`src/rtl/stc_pkg.sv`:
```
package stc_pkg;

  localparam int NFIELD = 10;
  localparam int ON_MAX  = 15;
  localparam int FLD_MAX = 63;

  localparam int IX_CS_ON  = 0;
  localparam int IX_CS_OFF = 1;
  localparam int IX_WE_ON  = 2;
  localparam int IX_WE_OFF = 3;
  localparam int IX_RE_ON  = 4;
  localparam int IX_RE_OFF = 5;
  localparam int IX_WE_CYC = 6;
  localparam int IX_RE_CYC = 7;
  localparam int IX_ACCESS = 8;
  localparam int IX_CS_PUL = 9;

  typedef logic [NFIELD-1:0][31:0] tick_vec_t;

  typedef struct packed {
    logic        ok;
    logic [31:0] edge_w;
    logic [31:0] cyc_w;
  } fit_t;

  // Repair ordering, check field limits, pack words
  function automatic fit_t fit_fields(input tick_vec_t t);
    logic [31:0] cson, csoff, weon, weoff, reon, reoff, wecyc, recyc, act, csp;
    fit_t r;
    cson  = t[IX_CS_ON];   csoff = t[IX_CS_OFF];
    weon  = t[IX_WE_ON];   weoff = t[IX_WE_OFF];
    reon  = t[IX_RE_ON];   reoff = t[IX_RE_OFF];
    wecyc = t[IX_WE_CYC];  recyc = t[IX_RE_CYC];
    act   = t[IX_ACCESS];  csp   = t[IX_CS_PUL];
    if (weoff <= weon) weoff = weon + 32'd1;
    if (reoff <= reon) reoff = reon + 32'd1;
    if (csoff <= cson) csoff = cson + 32'd1;
    if (csoff < weoff) csoff = weoff;
    if (csoff < reoff) csoff = reoff;
    if (act <= reon)   act   = reon + 32'd1;
    if (wecyc < weoff) wecyc = weoff;
    if (recyc < reoff) recyc = reoff;
    r.ok = (cson <= ON_MAX) && (weon <= ON_MAX) && (reon <= ON_MAX) &&
           (csoff <= FLD_MAX) && (weoff <= FLD_MAX) && (reoff <= FLD_MAX) &&
           (wecyc <= FLD_MAX) && (recyc <= FLD_MAX) && (act <= FLD_MAX) &&
           (csp <= FLD_MAX);
    r.edge_w = {2'b00, reoff[5:0], reon[3:0], weoff[5:0], weon[3:0],
                csoff[5:0], cson[3:0]};
    r.cyc_w  = {4'b0000, act[5:0], 4'b0000, csp[5:0], recyc[5:0], wecyc[5:0]};
    return r;
  endfunction

endpackage

```
`src/rtl/stc_divider.sv`:
```
module stc_divider #(
  parameter int NUM_W = 20,
  parameter int DEN_W = 17
) (
  input  logic             clk,
  input  logic             rst_n,
  input  logic             start,
  input  logic [NUM_W-1:0] num,
  input  logic [DEN_W-1:0] den,
  output logic             done,
  output logic [NUM_W-1:0] quot,
  output logic [DEN_W-1:0] rem
);
  localparam int CNT_W = $clog2(NUM_W + 1);

  logic             run;
  logic [CNT_W-1:0] cnt;
  logic [NUM_W-1:0] qr;
  logic [DEN_W-1:0] rr, dr;
  logic [DEN_W:0]   trial, diff;
  logic             fits;

  assign trial = {rr, qr[NUM_W-1]};
  assign fits  = trial >= {1'b0, dr};
  assign diff  = trial - {1'b0, dr};

  always_ff @(posedge clk) begin
    if (!rst_n) begin
      run <= 1'b0; done <= 1'b0; cnt <= '0;
      qr <= '0; rr <= '0; dr <= '0;
    end else begin
      done <= 1'b0;
      if (start && !run) begin
        run <= 1'b1;
        cnt <= CNT_W'(NUM_W);
        qr  <= num;
        rr  <= '0;
        dr  <= den;
      end else if (run) begin
        rr  <= fits ? diff[DEN_W-1:0] : trial[DEN_W-1:0];
        qr  <= {qr[NUM_W-2:0], fits};
        cnt <= cnt - 1'b1;
        if (cnt == CNT_W'(1)) begin
          run  <= 1'b0;
          done <= 1'b1;
        end
      end
    end
  end

  assign quot = qr;
  assign rem  = rr;

  // a finished division leaves a remainder below the divisor
  assert_rem_below_R1: assert property (@(posedge clk) disable iff (!rst_n)
    (done && dr != '0) |-> (rr < dr));

endmodule

```
`src/rtl/stc_field_fit.sv`:
```
module stc_field_fit
  import stc_pkg::*;
(
  input  tick_vec_t   ticks,
  output logic        fit_ok,
  output logic [31:0] edge_w,
  output logic [31:0] cyc_w
);
  fit_t res;
  assign res    = fit_fields(ticks);
  assign fit_ok = res.ok;
  assign edge_w = res.edge_w;
  assign cyc_w  = res.cyc_w;
endmodule

```
`src/rtl/strobe_timing_conv.sv`:
```
module strobe_timing_conv
  import stc_pkg::*;
#(
  parameter int TIME_W = 20,
  parameter int PER_W  = 16
) (
  input  logic              clk,
  input  logic              rst_n,
  input  logic              start,
  input  logic [PER_W-1:0]  period_ps,
  input  logic [TIME_W-1:0] cs_on_ps,
  input  logic [TIME_W-1:0] cs_off_ps,
  input  logic [TIME_W-1:0] we_on_ps,
  input  logic [TIME_W-1:0] we_off_ps,
  input  logic [TIME_W-1:0] re_on_ps,
  input  logic [TIME_W-1:0] re_off_ps,
  input  logic [TIME_W-1:0] we_cyc_ps,
  input  logic [TIME_W-1:0] re_cyc_ps,
  input  logic [TIME_W-1:0] access_ps,
  input  logic [TIME_W-1:0] cs_pulse_ps,
  output logic              busy,
  output logic              done,
  output logic              ok,
  output logic              gran,
  output logic [31:0]       edge_word,
  output logic [31:0]       cycle_word
);
  localparam int DEN_W = PER_W + 1;
  localparam int IDX_W = $clog2(NFIELD);

  typedef enum logic [1:0] {S_IDLE, S_LOAD, S_WAIT, S_FIT} state_t;
  state_t state;

  logic [NFIELD-1:0][TIME_W-1:0] req_q;
  logic [PER_W-1:0]  per_q;
  tick_vec_t         ticks;
  logic [IDX_W-1:0]  idx;
  logic              div2;

  logic              div_start, div_done;
  logic [DEN_W-1:0]  tick_ps;
  logic [TIME_W-1:0] quot;
  logic [DEN_W-1:0]  rem;
  logic [31:0]       ceil_val;
  logic              fit_ok;
  logic [31:0]       fit_edge, fit_cyc;

  assign div_start = (state == S_LOAD);
  assign tick_ps   = div2 ? {per_q, 1'b0} : {1'b0, per_q};
  assign ceil_val  = 32'(quot) + {31'b0, |rem};

  stc_divider #(.NUM_W(TIME_W), .DEN_W(DEN_W)) u_div (
    .clk(clk), .rst_n(rst_n), .start(div_start), .num(req_q[idx]),
    .den(tick_ps), .done(div_done), .quot(quot), .rem(rem)
  );

  stc_field_fit u_fit (
    .ticks(ticks), .fit_ok(fit_ok), .edge_w(fit_edge), .cyc_w(fit_cyc)
  );

  always_ff @(posedge clk) begin
    if (!rst_n) begin
      state <= S_IDLE; req_q <= '0; per_q <= '0; ticks <= '0;
      idx <= '0; div2 <= 1'b0; done <= 1'b0; ok <= 1'b0; gran <= 1'b0;
      edge_word <= '0; cycle_word <= '0;
    end else begin
      done <= 1'b0;
      unique case (state)
        S_IDLE: if (start) begin
          req_q <= {cs_pulse_ps, access_ps, re_cyc_ps, we_cyc_ps, re_off_ps,
                    re_on_ps, we_off_ps, we_on_ps, cs_off_ps, cs_on_ps};
          per_q <= period_ps;
          idx   <= '0;
          div2  <= 1'b0;
          state <= S_LOAD;
        end
        S_LOAD: state <= S_WAIT;
        S_WAIT: if (div_done) begin
          ticks[idx] <= ceil_val;
          if (idx == IDX_W'(NFIELD - 1)) state <= S_FIT;
          else begin
            idx   <= idx + 1'b1;
            state <= S_LOAD;
          end
        end
        S_FIT: begin
          if (fit_ok) begin
            edge_word  <= fit_edge;
            cycle_word <= fit_cyc;
            gran  <= div2;
            ok    <= 1'b1;
            done  <= 1'b1;
            state <= S_IDLE;
          end else if (!div2) begin
            div2  <= 1'b1;
            idx   <= '0;
            state <= S_LOAD;
          end else begin
            ok    <= 1'b0;
            done  <= 1'b1;
            state <= S_IDLE;
          end
        end
        default: state <= S_IDLE;
      endcase
    end
  end

  assign busy = (state != S_IDLE);

  // an accepted result always satisfies the ordering rules
  assert_order_R2: assert property (@(posedge clk) disable iff (!rst_n)
    (done && ok) |->
      (edge_word[19:14] > 6'(edge_word[13:10])) &&
      (edge_word[29:24] > 6'(edge_word[23:20])) &&
      (edge_word[9:4]   > 6'(edge_word[3:0]))   &&
      (edge_word[9:4]  >= edge_word[19:14])     &&
      (edge_word[9:4]  >= edge_word[29:24])     &&
      (cycle_word[27:22] > 6'(edge_word[23:20])) &&
      (cycle_word[5:0]  >= edge_word[19:14])    &&
      (cycle_word[11:6] >= edge_word[29:24]));

  // a failed conversion leaves the words untouched
  assert_keep_on_fail_R10: assert property (@(posedge clk) disable iff (!rst_n)
    (done && !ok) |-> ($stable(edge_word) && $stable(cycle_word) && $stable(gran)));

  // done is a single-cycle pulse
  assert_done_pulse_R9: assert property (@(posedge clk) disable iff (!rst_n)
    done |=> !done);

  // a start during a conversion does not restart or end it early
  assert_start_ignored_R9: assert property (@(posedge clk) disable iff (!rst_n)
    (busy && start && state != S_FIT) |=> busy);

  // unused bit positions stay zero
  assert_spare_bits_R8: assert property (@(posedge clk) disable iff (!rst_n)
    done |-> (edge_word[31:30] == 2'b00) && (cycle_word[31:28] == 4'h0) &&
             (cycle_word[21:18] == 4'h0));

endmodule

```
`config.mk`:
```
export PLATFORM = sky130hd
export DESIGN_NAME = strobe_timing_conv
export DESIGN_NICKNAME = d
export VERILOG_FILES = /design/src/rtl/stc_pkg.sv /design/src/rtl/stc_divider.sv /design/src/rtl/stc_field_fit.sv /design/src/rtl/strobe_timing_conv.sv
export SDC_FILE = /design/constraint.sdc
export NUM_CORES = 2
export LEC_CHECK = 0
export BUFFER_PORTS_ARGS = -buffer_cell sky130_fd_sc_hd__clkbuf_2
export CAP_MARGIN = 25
export CORE_MARGIN = 4
export CORE_UTILIZATION = 60
export CTS_CLUSTER_SIZE = 40
export DETAILED_ROUTE_END_ITERATION = 12
export PLACE_DENSITY_LB_ADDON = 0.2
export RECOVER_POWER = 100
export SLEW_MARGIN = 20
export SYNTH_ARGS = -nofsm -noshare
export SYNTH_HDL_FRONTEND = slang
export SYNTH_SLANG_ARGS = --single-unit
```
`constraint.sdc`:
```
create_clock -name clk -period 9.8 [get_ports clk]
set_clock_uncertainty 0.1 [all_clocks]
set_input_delay 1.96 -clock clk [delete_from_list [all_inputs] [get_ports clk]]
set_output_delay 1.96 -clock clk [all_outputs]
set_load 0.01 [all_outputs]
```
# == Yosys cells after proc, flatten, opt, wreduce, memory -nomap -nowiden ==
# Index checks and enable logic that the tools add are counted.
# classes
shifts,0
mul,0
bitwise,2
magnitude_cmp,21
n_reduce_logical,29
mux,42
eq_ne,10
addsub,7
div_mod_pow,0
# op_table
operator,n
$bwmux W320,1
$mux W32,9
$le A32 B6 Y1 const B,7
$demux W32 S4,1
$le A32 B32 Y1,4
$lt A32 B32 Y1,4
$add A32 B1 Y32 const B,3
$le A32 B4 Y1 const B,3
$bmux W20 S4,1
$mux W20,3
$mux W17,2
$add A20 B1 Y21,1
$mux W4,5
$ge A18 B17 Y1,1
$reduce_or A17 Y1,1
$sub A17 B17 Y17,1
$mux W1,12
$pmux W4 S3,1
$reduce_and A2 Y1,6
$logic_and A1 B1 Y1,11
$mux W5,2
$ne A2 B2 Y1 const B,4
$pmux W2 S4,1
$reduce_bool A2 Y1,4
19 further kinds,23
# word_totals
latchBits,0
mem_count,0
ff_bits,661
in_bits,219
ram_bits,0
rom_bits,0

# == Longest topological paths before layout ==
# depth
ltp_word,16
depth_mapped,43
ltp_nobuf,35

# == Modules after synthesis ==
# Synthesis repeated with hierarchy kept, for this count alone.
# hier_totals
cells_unflattened,4242
area_unflattened_um2,34023.9
# modules_own_cells
module,cells_each,seq_area_each_um2,area_each_um2,instances
strobe_timing_conv,2306,10009.6,19494.9,1
stc_field_fit,1489,0.0,10908.0,1
stc_divider,447,1221.2,3621.0,1

# == Worst setup path after synthesis ==
# OpenSTA, ideal clock, no wires.
# synth_timing
path_type,register to register
startpoint,register ticks[13] in the netlist's numbering
endpoint,register cycle_word[12]
path_stages_with_launch,40
required_time_ps,9572
path_buffers,7
path_slack_ps,1409
t_arrival_ps,8164
setup_time_ps,128
cell_sequence,dfxtp_1 clkbuf_1 inv_1 ha_1 nand4_1 or4_1 inv_2 a21oi_1 a31oi_2 clkbuf_1 buf_1 nor2_1 nor2_1 ha_1 a21o_1 a21o_1 a21oi_1 o21ai_0 [4 not listed] clkbuf_1 clkbuf_1 nand2_1 o21ai_0 ha_1 a21o_1 a21o_1 a21o_1 a221o_1 a2111oi_0 nand3_1 o221ai_1 nand2_1 a211oi_4 buf_6 buf_6 mux2i_1 nor2_1
# synth_between
elab_chain_cells,15
word_cells_on_any_way,19
cone_classes,add/sub: 1; order compare: 5; mux: 3; reduce/logical: 10
# synth_lines
item,line,source
from (decl),strobe_timing_conv.sv:36,tick_vec_t ticks;
"from (signal, indexed assignment)",strobe_timing_conv.sv:79,ticks[idx] <= ceil_val;
$add A32 B1 Y32 / $le A32 B32 Y1 (equally long branches),stc_pkg.sv:37,if (csoff <= cson) csoff = cson + 32'd1;
$mux W32,stc_pkg.sv:37,
$lt A32 B32 Y1,stc_pkg.sv:38,if (csoff < weoff) csoff = weoff;
$mux W32,stc_pkg.sv:38,
$lt A32 B32 Y1,stc_pkg.sv:39,if (csoff < reoff) csoff = reoff;
$mux W32,stc_pkg.sv:39,
$le A32 B6 Y1,stc_pkg.sv:44,(csoff <= FLD_MAX) && (weoff <= FLD_MAX) && (reoff <= FLD_MAX) &&
$logic_and A1 B1 Y1 (*),stc_pkg.sv:43,r.ok = (cson <= ON_MAX) && (weon <= ON_MAX) && (reon <= ON_MAX) &&
$logic_and A1 B1 Y1 (*) (3 in a row),stc_pkg.sv:44,
$logic_and A1 B1 Y1 (*) (3 in a row),stc_pkg.sv:45,(wecyc <= FLD_MAX) && (recyc <= FLD_MAX) && (act <= FLD_MAX) &&
$reduce_and A2 Y1 (no source line) (*),--,
to (signal assigned),strobe_timing_conv.sv:89,cycle_word <= fit_cyc;
to (decl),strobe_timing_conv.sv:26,output logic [31:0] cycle_word
# Every way passes the cells marked *; elsewhere a longest branch is shown, timed or not.
# A chain may end at the register's enable or synchronous reset.

# == Worst setup path after layout ==
# layout_timing
startpoint,register ticks[13] in the netlist's numbering
endpoint,register cycle_word[17]
# Same word-level chain as after synthesis.

==> out/metrics.csv <==
stage,metric,value,unit
outcome,status,finished with violations,
outcome,violated checks,"max-capacitance violations, max-slew violations",
clocking,clock net sink count,551,
worst_setup_path,r2r endpoint,cycle_word[17],
logic_synthesis,Yosys warning total,0,
power_and_ir_drop,leak pwr,13.7,nW
floorplan,row count,81,
drt,DR iter-0 viols,2249,
place,HPWL Detailed,68200,um
drt,TritonRoute pass-1 iters,8,
worst_setup_path,required time worst endpoint,10150,ps
floorplan,Die X,231,um
global_routing,initial antenna violation count,6,
power_and_ir_drop,Pwr per Cell Area,231,nW/um2
worst_setup_path,crit path DAT,9470,ps
global_routing,grt total ovfl,0,
floorplan,die height,231,um
global_routing,first-pass GRT wire length,144000,um
drt,Vias,26700,
drt,Wirelength per Cell,21.5,um
worst_setup_path,reg2reg start,ticks[13],
cells_and_area,Nets,4081,
worst_hold_path,Hold Path Origin,req_q[65],
logic_synthesis,cell taking the most area after synthesis,dfxtp_1,
logic_synthesis,"count leader, synth",nand2_1,
sta,Worst-Margin Slew,4690,ps
worst_hold_path,Hold Path Sink,req_q[65],
clocking,CTS tree,yes,
clocking,post-CTS setup buffers,0,
global_routing,largest net degree at the start of global routing,130,
sta,"Slew Viols, Final",435,
worst_setup_path,FF-to-FF path depth,34,
clocking,clock root buffer,clkbuf_16,
cells_and_area,fillers,4027,
sta,Final Hold Fails,0,
drt,DRC violations left,0,
worst_setup_path,Critical Path Fanout Max,47,
power_and_ir_drop,Peak VDD IR,0.207,mV
sta,RSZ-0062 raised after global routing,false,
floorplan,Core Region,49100,um2
worst_setup_path,Worst Setup Start Kind,flop,
floorplan,starting density of the core,60.7,%
clocking,CTS buffer count,59,
clocking,clock-pin transition on the worst setup and hold timing paths,60,ps
place,Placer Congestion,0.963,
sta,fmax,110,MHz
sta,setup violation total in the final timing report,0,
sta,Final period util,93.1,%
logic_synthesis,post-synthesis cell count,3522,
floorplan,die area,53300,um2
clocking,CTS Buffer Depth,3,
worst_setup_path,flop2flop setup slack,670,ps
worst_setup_path,CP endpoint kind,flop,
floorplan,# IOs,287,
place,dpl ws,813,ps
logic_synthesis,Yosys cell types,73,
global_routing,vias in the first global route,25400,
global_routing,overall routing resource usage,34.0,%
logic_synthesis,commonest cells in the netlist,"625 x nand2_1, 551 x dfxtp_1, 295 x nor2_1",
sta,final setup TNS,0,ps
worst_setup_path,"Worst Path Class, Setup",flop to flop,
clocking,Worst-Skew Late Latency,650,ps
logic_synthesis,top cell type's share of synthesized area,37.0,%
logic_synthesis,"flops & latches, synth",551,
drt,average via count per standard cell,6.08,
worst_setup_path,CP max stage cell,or4_1,
sta,relative slew slack,-213,%
drt,routed wire length,94000,um
clocking,H-tree Lvls,2,
worst_hold_path,Hold Path Depth,2,
job,max_cap viols,4,
worst_setup_path,CP max stage delay,690,ps
sta,minimum clock period,9130,ps
logic_synthesis,prevailing post-synth register cell,dfxtp_1,
cells_and_area,Syn-to-layout area delta,12.8,%
logic_synthesis,largest cells by area after synthesis,"dfxtp_1 37%, ha_1 8.2%, nand2_1 7.9%, mux2i_1 5.5%, a21boi_0 4.0%",
sta,PnR worst setup slack,675,ps
logic_synthesis,Mapped Area,29800,um2
drt,antenna-violating nets left,0,
logic_synthesis,ys async rst share,0,%
power_and_ir_drop,Total Power,7.77,mW
place,Port Buffer Count,276,
worst_setup_path,most frequent CP cell,a21o_1,
logic_synthesis,"EDFF count, synth",0,
worst_hold_path,Hold Crit Class,flop to flop,
logic_synthesis,sequential area share after synthesis,37.0,%
cells_and_area,fraction of layout cells with a size suffix above 1,12.7,%
logic_synthesis,Post-Syn Area per Cell,8.46,um2
layout by cell type (no fill, tap or decap), drive strengths merged, types with 6 or more instances in the layout:
cell / instances
a21oi: 187
and2: 9
nor2b: 62
o21a: 9
nor2: 295
nand4: 52
xor2: 17
o221ai: 25
and4: 6
o21ai: 105
nor4: 46
a31oi: 17
a211oi: 141
or3: 9
dfxtp: 551
nand2b: 13
mux2: 19
inv: 127
clkinv: 14
nor3: 45
conb: 10
mux4: 40
mux2i: 165
o211ai: 7
a21o: 32
nand2: 625
buf: 50
a21boi: 159
xnor2: 77
o211a: 75
or4: 8
o31ai: 6
clkbuf: 367
and3: 16
nand3: 71
ha: 195
logic make-up after synthesis:
| kind of cell | count (synthesis) | share of synthesized area (%) |
|---|---|---|
| and+or+nand+nor | 1271 | 18.7 |
| AOI/OAI and AO/OA | 805 | 18.9 |
| DFF | 551 | 37.0 |
| buffers and inverters | 380 | 5.06 |
| muxes | 224 | 9.29 |
| adders and majority gates | 196 | 8.26 |
| xor gates and xnor gates | 94 | 2.76 |
| other | 1 | 0.0126 |
metrics by stage:
| step | util [%] | instance area, um2 | hold WS, ps | instances |
|---|---|---|---|---|
| final | 68.5 | 33600 | 355 | 4381 |
| after global routing | 68.5 | 33600 | 368 | 4380 |
| after CTS | 68.7 | 33700 | 355 | 4378 |
| after detailed placement | 64.6 | 31700 | 346 | 4268 |
| after global placement | 64.3 | 31500 | 340 | 4263 |
| after floorplan | - | 29800 | 333 | 3531 |
state kept, by name, indices dropped and copies added (netlist names), 4 cells and up:
name and cells:
cycle_word 24, edge_word 30, idx 4, per_q 16, req_q 200, ticks 210
u_div.cnt 5, u_div.dr 17, u_div.quot 20, u_div.rem 17
report_power, final:
| part | total, mW | internal [mW] | switching [mW] |
|---|---|---|---|
| logic | 2.73 | 0.978 | 1.75 |
| clock network | 2.30 | 1.35 | 0.948 |
| registers | 2.74 | 2.52 | 0.221 |
| total | 7.77 | 4.85 | 2.92 |
routing by layer:
layer	up-vias	wire, um	GRT usage, %
met5	-	41	0
met4	6	4080	14.0
met3	214	6840	5.70
met2	1033	43500	55.1
met1	12700	39600	45.2
li1	12700	-	-
critical path, delay by kind of cell (launching register included):
family,cells,cell delay [ps]
compound gates,18,4450
fa+ha+maj,3,910
buf+inv,4,760
flops,1,560
mux,1,240
simple gates,8,1820
how the worst max path moves through the flow:
stage                     slack [ps]      start  cells past startpoint             end
after floorplan                 1410  ticks[13]                     39  cycle_word[12]
after global placement          1130  ticks[13]                     34  cycle_word[25]
after detailed placement         810  ticks[13]                     34  cycle_word[17]
after CTS                        740  ticks[13]                     34  cycle_word[17]
after global routing              20  ticks[13]                     34  cycle_word[25]
final                            670  ticks[13]                     34  cycle_word[17]
layout make-up:
cell class,count,area (um2),share of cell area (%)
tap,664,831,2.47
clock buffer,89,1730,5.15
antenna,2,5.00,0.0149
timing repair buffer,328,1750,5.20
clock inverter,21,277,0.823
sequential,551,11000,32.8
inverter,126,478,1.42
multi-input combinational,2600,17500,52.1
timing repair:
item,in CTS,in global routing
hold buffers,0,0
setup endpoints to repair,0,17
gates resized for setup,0,1
Note: power is estimated with default switching activity, not from simulation.
